### config.mk
export PLATFORM = sky130hd
export DESIGN_NAME = hdlc_deframer
export DESIGN_NICKNAME = d
export VERILOG_FILES = /design/src/rtl/hdlc_rx_pkg.sv /design/src/rtl/hdlc_bit_filter.sv /design/src/rtl/hdlc_bit_delay.sv /design/src/rtl/hdlc_fcs_check.sv /design/src/rtl/hdlc_word_fifo.sv /design/src/rtl/hdlc_deframer.sv
export SDC_FILE = /design/constraint.sdc
export NUM_CORES = 1
export LEC_CHECK = 0
export BUFFER_PORTS_ARGS = -buffer_cell sky130_fd_sc_hd__buf_4
export CAP_MARGIN = 20
export CORE_MARGIN = 8
export CORE_UTILIZATION = 57
export DETAILED_ROUTE_END_ITERATION = 8
export MAX_ROUTING_LAYER = met4
export PLACE_DENSITY_LB_ADDON = 0.1
export SLEW_MARGIN = 25
export SYNTH_ARGS = -nofsm -noshare
export SYNTH_HDL_FRONTEND = slang
export SYNTH_HIERARCHICAL = 1
export SYNTH_SLANG_ARGS = --single-unit
### constraint.sdc
create_clock -name clk -period 5.2 [get_ports clk]
set_input_delay 1.56 -clock clk [delete_from_list [all_inputs] [get_ports clk]]
set_output_delay 1.56 -clock clk [all_outputs]
set_load 0.02 [all_outputs]
### src/rtl/hdlc_rx_pkg.sv
`timescale 1ns/1ps
package hdlc_rx_pkg;
    localparam int WORD_W    = 10;
    localparam int BYTE_W    = 8;
    localparam int RUN_W     = 3;
    localparam int STUFF_RUN = 5;
    localparam int FLAG_RUN  = 6;
    localparam int RUN_SAT   = 7;

    localparam logic [15:0] POLY16 = 16'h8408;
    localparam logic [31:0] POLY32 = 32'hEDB88320;
    localparam logic [15:0] RES16  = 16'hF0B8;
    localparam logic [31:0] RES32  = 32'hDEBB20E3;

    typedef enum logic [1:0] {
        TAG_DATA  = 2'b00,
        TAG_END   = 2'b01,
        TAG_ABORT = 2'b10
    } word_tag_e;
endpackage

### src/rtl/hdlc_bit_filter.sv
`timescale 1ns/1ps
module hdlc_bit_filter
    import hdlc_rx_pkg::*;
(
    input  logic clk,
    input  logic rst_n,
    input  logic bit_in,
    input  logic bit_vld,
    output logic ev_data,
    output logic ev_flag,
    output logic ev_abort
);
    typedef struct packed {
        logic [RUN_W-1:0] ones;
    } filt_st_t;

    filt_st_t st_d, st_q;

    always_comb begin
        st_d     = st_q;
        ev_data  = 1'b0;
        ev_flag  = 1'b0;
        ev_abort = 1'b0;
        if (bit_vld) begin
            if (bit_in) begin
                if (st_q.ones != RUN_W'(RUN_SAT))
                    st_d.ones = st_q.ones + 1'b1;
                if (st_q.ones == RUN_W'(FLAG_RUN))
                    ev_abort = 1'b1;
                else if (st_q.ones < RUN_W'(FLAG_RUN))
                    ev_data = 1'b1;
            end else begin
                st_d.ones = '0;
                if (st_q.ones == RUN_W'(FLAG_RUN))
                    ev_flag = 1'b1;
                else if (st_q.ones != RUN_W'(STUFF_RUN))
                    ev_data = 1'b1;
            end
        end
    end

    always_ff @(posedge clk or negedge rst_n) begin
        if (!rst_n) st_q <= '0;
        else        st_q <= st_d;
    end

    // one line bit yields at most one event
    a_r2_events_exclusive: assert property (@(posedge clk) disable iff (!rst_n)
        $onehot0({ev_data, ev_flag, ev_abort}));
    // an abort starts a saturated run; no second abort follows at once
    a_r3_abort_single: assert property (@(posedge clk) disable iff (!rst_n)
        ev_abort |=> !ev_abort && st_q.ones == RUN_W'(RUN_SAT));
    // a flag ends the run of ones
    a_r1_flag_clears_run: assert property (@(posedge clk) disable iff (!rst_n)
        ev_flag |=> st_q.ones == '0);
endmodule

### src/rtl/hdlc_bit_delay.sv
`timescale 1ns/1ps
module hdlc_bit_delay #(
    parameter int DLY = 7
) (
    input  logic clk,
    input  logic rst_n,
    input  logic flush,
    input  logic push,
    input  logic bit_in,
    output logic out_vld,
    output logic out_bit
);
    localparam int CW = $clog2(DLY + 1);

    typedef struct packed {
        logic [DLY-1:0] sr;
        logic [CW-1:0]  cnt;
    } dly_st_t;

    dly_st_t st_d, st_q;

    always_comb begin
        st_d    = st_q;
        out_vld = 1'b0;
        out_bit = st_q.sr[DLY-1];
        if (flush) begin
            st_d.cnt = '0;
        end else if (push) begin
            st_d.sr = {st_q.sr[DLY-2:0], bit_in};
            if (st_q.cnt == CW'(DLY)) out_vld = 1'b1;
            else                      st_d.cnt = st_q.cnt + 1'b1;
        end
    end

    always_ff @(posedge clk or negedge rst_n) begin
        if (!rst_n) st_q <= '0;
        else        st_q <= st_d;
    end

    // a flush discards every pending bit
    a_r4_flush_empties: assert property (@(posedge clk) disable iff (!rst_n)
        flush |=> st_q.cnt == '0);
    // the fill level never passes the delay length
    a_r4_fill_bound: assert property (@(posedge clk) disable iff (!rst_n)
        st_q.cnt <= CW'(DLY));
endmodule

### src/rtl/hdlc_fcs_check.sv
`timescale 1ns/1ps
module hdlc_fcs_check
    import hdlc_rx_pkg::*;
(
    input  logic clk,
    input  logic rst_n,
    input  logic clear,
    input  logic upd,
    input  logic bit_in,
    input  logic wide,
    output logic match
);
    typedef struct packed {
        logic [31:0] crc;
    } fcs_st_t;

    fcs_st_t st_d, st_q;
    logic    fb;

    always_comb begin
        st_d = st_q;
        fb   = st_q.crc[0] ^ bit_in;
        if (clear) begin
            st_d.crc = '1;
        end else if (upd) begin
            if (wide)
                st_d.crc = {1'b0, st_q.crc[31:1]} ^ (fb ? POLY32 : 32'h0);
            else
                st_d.crc = {st_q.crc[31:16],
                            ({1'b0, st_q.crc[15:1]} ^ (fb ? POLY16 : 16'h0))};
        end
        match = wide ? (st_q.crc == RES32) : (st_q.crc[15:0] == RES16);
    end

    always_ff @(posedge clk or negedge rst_n) begin
        if (!rst_n) st_q <= '1;
        else        st_q <= st_d;
    end

    // every frame starts from the all-ones preset
    a_r6_clear_presets: assert property (@(posedge clk) disable iff (!rst_n)
        clear |=> st_q.crc == '1);
    // the remainder only moves on a delivered data bit
    a_r6_hold_idle: assert property (@(posedge clk) disable iff (!rst_n)
        !clear && !upd |=> $stable(st_q.crc));
endmodule

### src/rtl/hdlc_word_fifo.sv
`timescale 1ns/1ps
module hdlc_word_fifo #(
    parameter int DEPTH = 3,
    parameter int W     = 10
) (
    input  logic         clk,
    input  logic         rst_n,
    input  logic         push,
    input  logic [W-1:0] push_word,
    input  logic         pop,
    output logic [W-1:0] head_word,
    output logic         empty,
    output logic         full,
    output logic         overrun,
    output logic         underrun
);
    localparam int PW = (DEPTH > 1) ? $clog2(DEPTH) : 1;
    localparam int CW = $clog2(DEPTH + 1);

    typedef struct packed {
        logic [DEPTH-1:0][W-1:0] mem;
        logic [PW-1:0]           rd;
        logic [PW-1:0]           wr;
        logic [CW-1:0]           cnt;
        logic                    ovr;
        logic                    und;
    } fifo_st_t;

    fifo_st_t st_d, st_q;
    logic     do_pop, do_push;

    always_comb begin
        st_d    = st_q;
        do_pop  = pop && (st_q.cnt != '0);
        do_push = push && ((st_q.cnt != CW'(DEPTH)) || do_pop);
        if (pop && st_q.cnt == '0) st_d.und = 1'b1;
        if (push && !do_push)      st_d.ovr = 1'b1;
        if (do_push) begin
            st_d.mem[st_q.wr] = push_word;
            st_d.wr = (st_q.wr == PW'(DEPTH - 1)) ? '0 : st_q.wr + 1'b1;
        end
        if (do_pop)
            st_d.rd = (st_q.rd == PW'(DEPTH - 1)) ? '0 : st_q.rd + 1'b1;
        st_d.cnt = st_q.cnt + CW'(do_push) - CW'(do_pop);
    end

    always_ff @(posedge clk or negedge rst_n) begin
        if (!rst_n) st_q <= '0;
        else        st_q <= st_d;
    end

    assign head_word = st_q.mem[st_q.rd];
    assign empty     = (st_q.cnt == '0);
    assign full      = (st_q.cnt == CW'(DEPTH));
    assign overrun   = st_q.ovr;
    assign underrun  = st_q.und;

    // fill level stays within the depth
    a_r8_fill_bound: assert property (@(posedge clk) disable iff (!rst_n)
        st_q.cnt <= CW'(DEPTH));
    // a rejected push flags overrun and leaves the FIFO full
    a_r9_overrun_drop: assert property (@(posedge clk) disable iff (!rst_n)
        push && full && !pop |=> overrun && full);
    a_r9_overrun_sticky: assert property (@(posedge clk) disable iff (!rst_n)
        overrun |=> overrun);
    // a read of an empty FIFO flags underrun and keeps it empty
    a_r10_underrun_set: assert property (@(posedge clk) disable iff (!rst_n)
        pop && empty && !push |=> underrun && empty);
    a_r10_underrun_sticky: assert property (@(posedge clk) disable iff (!rst_n)
        underrun |=> underrun);
endmodule

### src/rtl/hdlc_deframer.sv
`timescale 1ns/1ps
module hdlc_deframer
    import hdlc_rx_pkg::*;
#(
    parameter int FIFO_DEPTH = 3,
    parameter int DELAY_BITS = 7
) (
    input  logic              clk,
    input  logic              rst_n,
    input  logic              rx_bit,
    input  logic              rx_bit_vld,
    input  logic              crc32_sel,
    input  logic              rd_en,
    output logic [WORD_W-1:0] rd_word,
    output logic              fifo_empty,
    output logic              fifo_full,
    output logic              overrun,
    output logic              underrun
);
    localparam int NB_W = $clog2(BYTE_W);

    typedef struct packed {
        logic              in_frame;
        logic              seen;
        logic [NB_W-1:0]   nbits;
        logic [BYTE_W-1:0] acc;
    } rx_st_t;

    rx_st_t            st_d, st_q;
    logic              ev_data, ev_flag, ev_abort;
    logic              dly_vld, dly_bit, fcs_ok;
    logic              push;
    logic [WORD_W-1:0] push_word;

    hdlc_bit_filter i_filter (
        .clk      (clk),
        .rst_n    (rst_n),
        .bit_in   (rx_bit),
        .bit_vld  (rx_bit_vld),
        .ev_data  (ev_data),
        .ev_flag  (ev_flag),
        .ev_abort (ev_abort)
    );

    hdlc_bit_delay #(.DLY(DELAY_BITS)) i_delay (
        .clk     (clk),
        .rst_n   (rst_n),
        .flush   (ev_flag | ev_abort),
        .push    (ev_data & st_q.in_frame),
        .bit_in  (rx_bit),
        .out_vld (dly_vld),
        .out_bit (dly_bit)
    );

    hdlc_fcs_check i_fcs (
        .clk    (clk),
        .rst_n  (rst_n),
        .clear  (ev_flag | ev_abort),
        .upd    (dly_vld),
        .bit_in (dly_bit),
        .wide   (crc32_sel),
        .match  (fcs_ok)
    );

    always_comb begin
        st_d      = st_q;
        push      = 1'b0;
        push_word = '0;
        if (ev_flag) begin
            if (st_q.in_frame && st_q.seen) begin
                push      = 1'b1;
                push_word = {TAG_END, 4'b0000, fcs_ok, st_q.nbits - NB_W'(2)};
            end
            st_d.in_frame = 1'b1;
            st_d.seen     = 1'b0;
            st_d.nbits    = '0;
        end else if (ev_abort) begin
            if (st_q.in_frame) begin
                push      = 1'b1;
                push_word = {TAG_ABORT, {BYTE_W{1'b0}}};
            end
            st_d.in_frame = 1'b0;
            st_d.seen     = 1'b0;
            st_d.nbits    = '0;
        end else if (dly_vld) begin
            st_d.seen  = 1'b1;
            st_d.acc   = {dly_bit, st_q.acc[BYTE_W-1:1]};
            st_d.nbits = st_q.nbits + 1'b1;
            if (st_q.nbits == NB_W'(BYTE_W - 1)) begin
                push      = 1'b1;
                push_word = {TAG_DATA, dly_bit, st_q.acc[BYTE_W-1:1]};
            end
        end
    end

    always_ff @(posedge clk or negedge rst_n) begin
        if (!rst_n) st_q <= '0;
        else        st_q <= st_d;
    end

    hdlc_word_fifo #(.DEPTH(FIFO_DEPTH), .W(WORD_W)) i_fifo (
        .clk       (clk),
        .rst_n     (rst_n),
        .push      (push),
        .push_word (push_word),
        .pop       (rd_en),
        .head_word (rd_word),
        .empty     (fifo_empty),
        .full      (fifo_full),
        .overrun   (overrun),
        .underrun  (underrun)
    );

    // any flag leaves the block inside a frame
    a_r1_flag_opens: assert property (@(posedge clk) disable iff (!rst_n)
        ev_flag |=> st_q.in_frame);
    // an abort returns the block to hunting
    a_r3_abort_closes: assert property (@(posedge clk) disable iff (!rst_n)
        ev_abort |=> !st_q.in_frame);
    // data bits reach the byte packer only inside a frame
    a_r4_data_in_frame: assert property (@(posedge clk) disable iff (!rst_n)
        dly_vld |-> st_q.in_frame);
    // a flag after an empty frame pushes nothing
    a_r7_empty_silent: assert property (@(posedge clk) disable iff (!rst_n)
        ev_flag && !st_q.seen |-> !push);
endmodule

==> metrics <==
antenna-violating nets left=0; cell area after layout=5069 sq um; Slew Limit Fails=0; Max Cap Violations=0; min cycle time layout=4.050 ns; Cell Pwr Density=419.4 nW/um^2; outcome=finished, final reports clean; clock sink total=95; RSZ-0062 raised after global routing=false; initial antenna violation count=0; Final Cycle Share=77.89%; Seq/Total Area, Yosys=51.44%; Worst Path Arrival=4.30 ns; Ant. Diodes=0; die height=106.8 microns; CP Data Required Time=5.45 ns; first-pass GRT wire length=14.86 mm; dpl ws=0.8155 ns; Detail Placement HPWL=5.660 mm; Worst-Skew Late Latency=0.36 ns; Slew @ Worst Pin=0.9323 ns; Max transition margin=37.80%; Gate power share=23.1%; Worst Hold Class=flop to flop; post-CTS setup buffer count=0; Root Buffer=clkbuf_8; Clk pwr share=21.7%; DR vias/cell=5.723; CP endpoint kind=flop; via count=2,913; leakage power=2.500 nW; f_max=246.9 MHz; Final Hold Fails=0; gr usage total=16.49%; worst vdd ir=238.5 uV; NumNets Final=415; CP Cell Sequence=buf_4 -> or3_1 -> a31oi_1 -> and2_1 -> nor2b_2 -> and2_1 -> nor3b_4 -> buf_4 -> a211o_2 -> nand3_1 -> mux2_2; Synth Flop Type=dfrtp_1; total gr overflow=0; worst path bufs/invs=2; CTS tree=yes; vias in the first global route=2,971; Psw=666.1 uW; final wirelength=8.653 mm; Resized cells post-CTS=0; switching portion of total power=31.33%; placer congestion estimate=0.7519; Clock Pin Slew Worst Setup and Hold Paths=0.11 ns; P_int=1.460 mW; post-layout util=62.63%; worst-path maximum fanout=16; drt first pass iters=4; crit path kind=primary input to flop; Die X=106.8 microns; cts-stage hold buffer count=0; syn nets=403; Synth-to-Final Area Change=7.854%; CTS buffer count=9; CTS Buffer Depth=2; DRC Markers=0; core area=8093 sq um; worst setup margin=1.150 ns; row count=33; largest net degree at the start of global routing=76; Distinct cells, synth=57; # setup viols final=0; drt wl/cell=17.00 microns; Synth async-reset ratio=100.0%; Starting Density=58.07%; die area=11,410 sq um; cell count after synthesis=387; # H-tree levels=3; Max stage delay on crit path=0.48 ns; count of flip-flops with a built-in enable after synthesis=0; Sum Neg Setup Slack=0 ns; PortBufs=19; Worst path slowest cell=nand3_1; yosys warns=6; Startpoint Class=primary input; DRT iter0 DRCs=179; Avg Cell Area, Syn=12.14 sq um; Post-DP Area=4881 sq um; Yosys reg bits=95; IO Pins=20; share of cells above drive strength 1=33.66%; kind of cell with the highest combined delay on the critical path=simple AND/OR/NAND/NOR gates; Setup Skew=0.01502 ns; Sequential Power Share=55.2%; Cell Area, Synth=4700 sq um
-- area by class of cell --
class	instances	area, sq um
well taps	105	131.4
clock buffers	9	123.9
clock inverters	7	60.06
flip-flops and latches	95	2417
multi-input cells	260	2118
inverters	9	33.78
repair buffers	24	183.9
fillers	638	3024
-- worst paths after layout --
kind / startpoint / end / slack [ns] / cells after the start
min in group asynchronous: rst_n / i_fifo/st_q[3] / 1.21 / 1
worst min-delay path: i_fifo/underrun / i_fifo/underrun / 0.48 / 1
max in group asynchronous: rst_n / st_q[6] / 3.21 / 2
worst min register to register: i_fifo/underrun / i_fifo/underrun / 0.48 / 1
worst max-delay path: rx_bit / i_fifo/st_q[9] / 1.15 / 11
worst max register to register: i_filter/st_q[0] / i_fifo/st_q[9] / 1.80 / 12
-- sequential cells by signal, indices dropped and copies added, names as in the netlist --
name	flops
i_fifo/overrun	1
i_delay/out_bit	1
i_fcs/st_q	32
i_fifo/underrun	1
st_q	12
i_filter/st_q	3
i_fifo/st_q	36
i_delay/st_q	9
-- cells in the mapped netlist, types with 2 or more instances --
master     count  area (sq um)
dfrtp_1       63          1577
mux2_2        37         416.7
dfstp_2       32         840.8
a211o_1       25         219.0
nor2_1        20         75.07
nand2_1       18         67.56
xnor2_1       15         131.4
nor2b_1       13         81.33
mux2i_1       12         120.1
and3_1        11         68.82
o21ai_0       11         55.05
clkbuf_1      10         37.54
ha_1          10         125.1
inv_1          9         33.78
mux2_4         9         135.1
nor3_1         9         45.04
a21oi_1        7         35.03
nand2b_1       6         37.54
buf_2          5         25.02
buf_6          5         56.30
a21o_1         4         30.03
a32o_2         4         45.04
nand3_1        4         20.02
nand4b_1       4         35.03
xor2_1         4         35.03
buf_1          3         11.26
a211o_2        2         20.02
and2_1         2         12.51
and2b_1        2         15.01
and4b_1        2         20.02
nand4bb_1      2         22.52
o21ai_1        2         10.01
-- worst reg2reg max path, stage by stage, from the launching register on --
cell and delay, ns:
dfrtp_1 0.41, inv_1 0.08, ha_1 0.20, or3_1 0.36, a31oi_1 0.17, and2_1 0.20
nor2b_2 0.16, and2_1 0.15, nor3b_4 0.17, buf_4 0.23, a211o_2 0.20, nand3_1 0.48
mux2_2 0.49
-- layer usage --
layer	global-route usage [%]	share of wire (%)	vias to the layer above
met4	5.829	0.81	0
met2	25.27	48	41
li1	-	-	1400
met3	2.879	2.9	8
met5	-	0	-
met1	21.63	48	1464
-- kinds of logic after synthesis --
kind of cell / count (synthesis) / share of synthesized area [%]
AO/OA/AOI/OAI: 62 / 10.06
adder cells (fa/ha/maj): 10 / 2.662
flip-flops: 95 / 51.44
AND/OR/NAND/NOR: 110 / 14.16
multiplexers: 58 / 14.30
XOR/XNOR: 20 / 3.887
buffers and inverters: 32 / 3.488
-- power by group through the flow --
| stage | sequential (mW) | combinational, mW | clock, mW |
|---|---|---|---|
| 6_report | 1.17 | 0.491 | 0.462 |
| 5_1_grt | 1.20 | 0.543 | 0.511 |
| 4_1_cts | 1.17 | 0.497 | 0.480 |
| 3_5_place_dp | 1.19 | 0.495 | 0 |
| 3_3_place_gp | 1.18 | 0.475 | 0 |
| 2_1_floorplan | 1.11 | 0.439 | 0 |
-- cell usage in the layout, fill, tap and decap left out, types with 4 or more instances in the layout --
cell type	count
inv_1	9
a21oi_1	7
xor2_1	4
a21o_1	4
dfrtp_1	63
nor2_1	20
nand4b_1	4
a32o_2	4
clkbuf_8	9
buf_4	23
mux2i_1	12
mux2_2	37
nor2b_1	13
mux2_4	9
nand3_1	4
and3_1	11
dfstp_2	32
nand2b_1	6
a211o_1	25
nand2_1	18
ha_1	10
inv_6	4
xnor2_1	15
o21ai_0	11
nor3_1	9
-- metrics by stage --
step | hold slack (ns) | total power [mW] | cells
after floorplan | 0.4528 | 1.545 | 387
after global placement | 0.4430 | 1.652 | 493
after detailed placement | 0.4546 | 1.683 | 493
after CTS | 0.4792 | 2.151 | 509
after global routing | 0.4910 | 2.256 | 509
final | 0.4764 | 2.126 | 509
(Power assumes the default switching activity.)
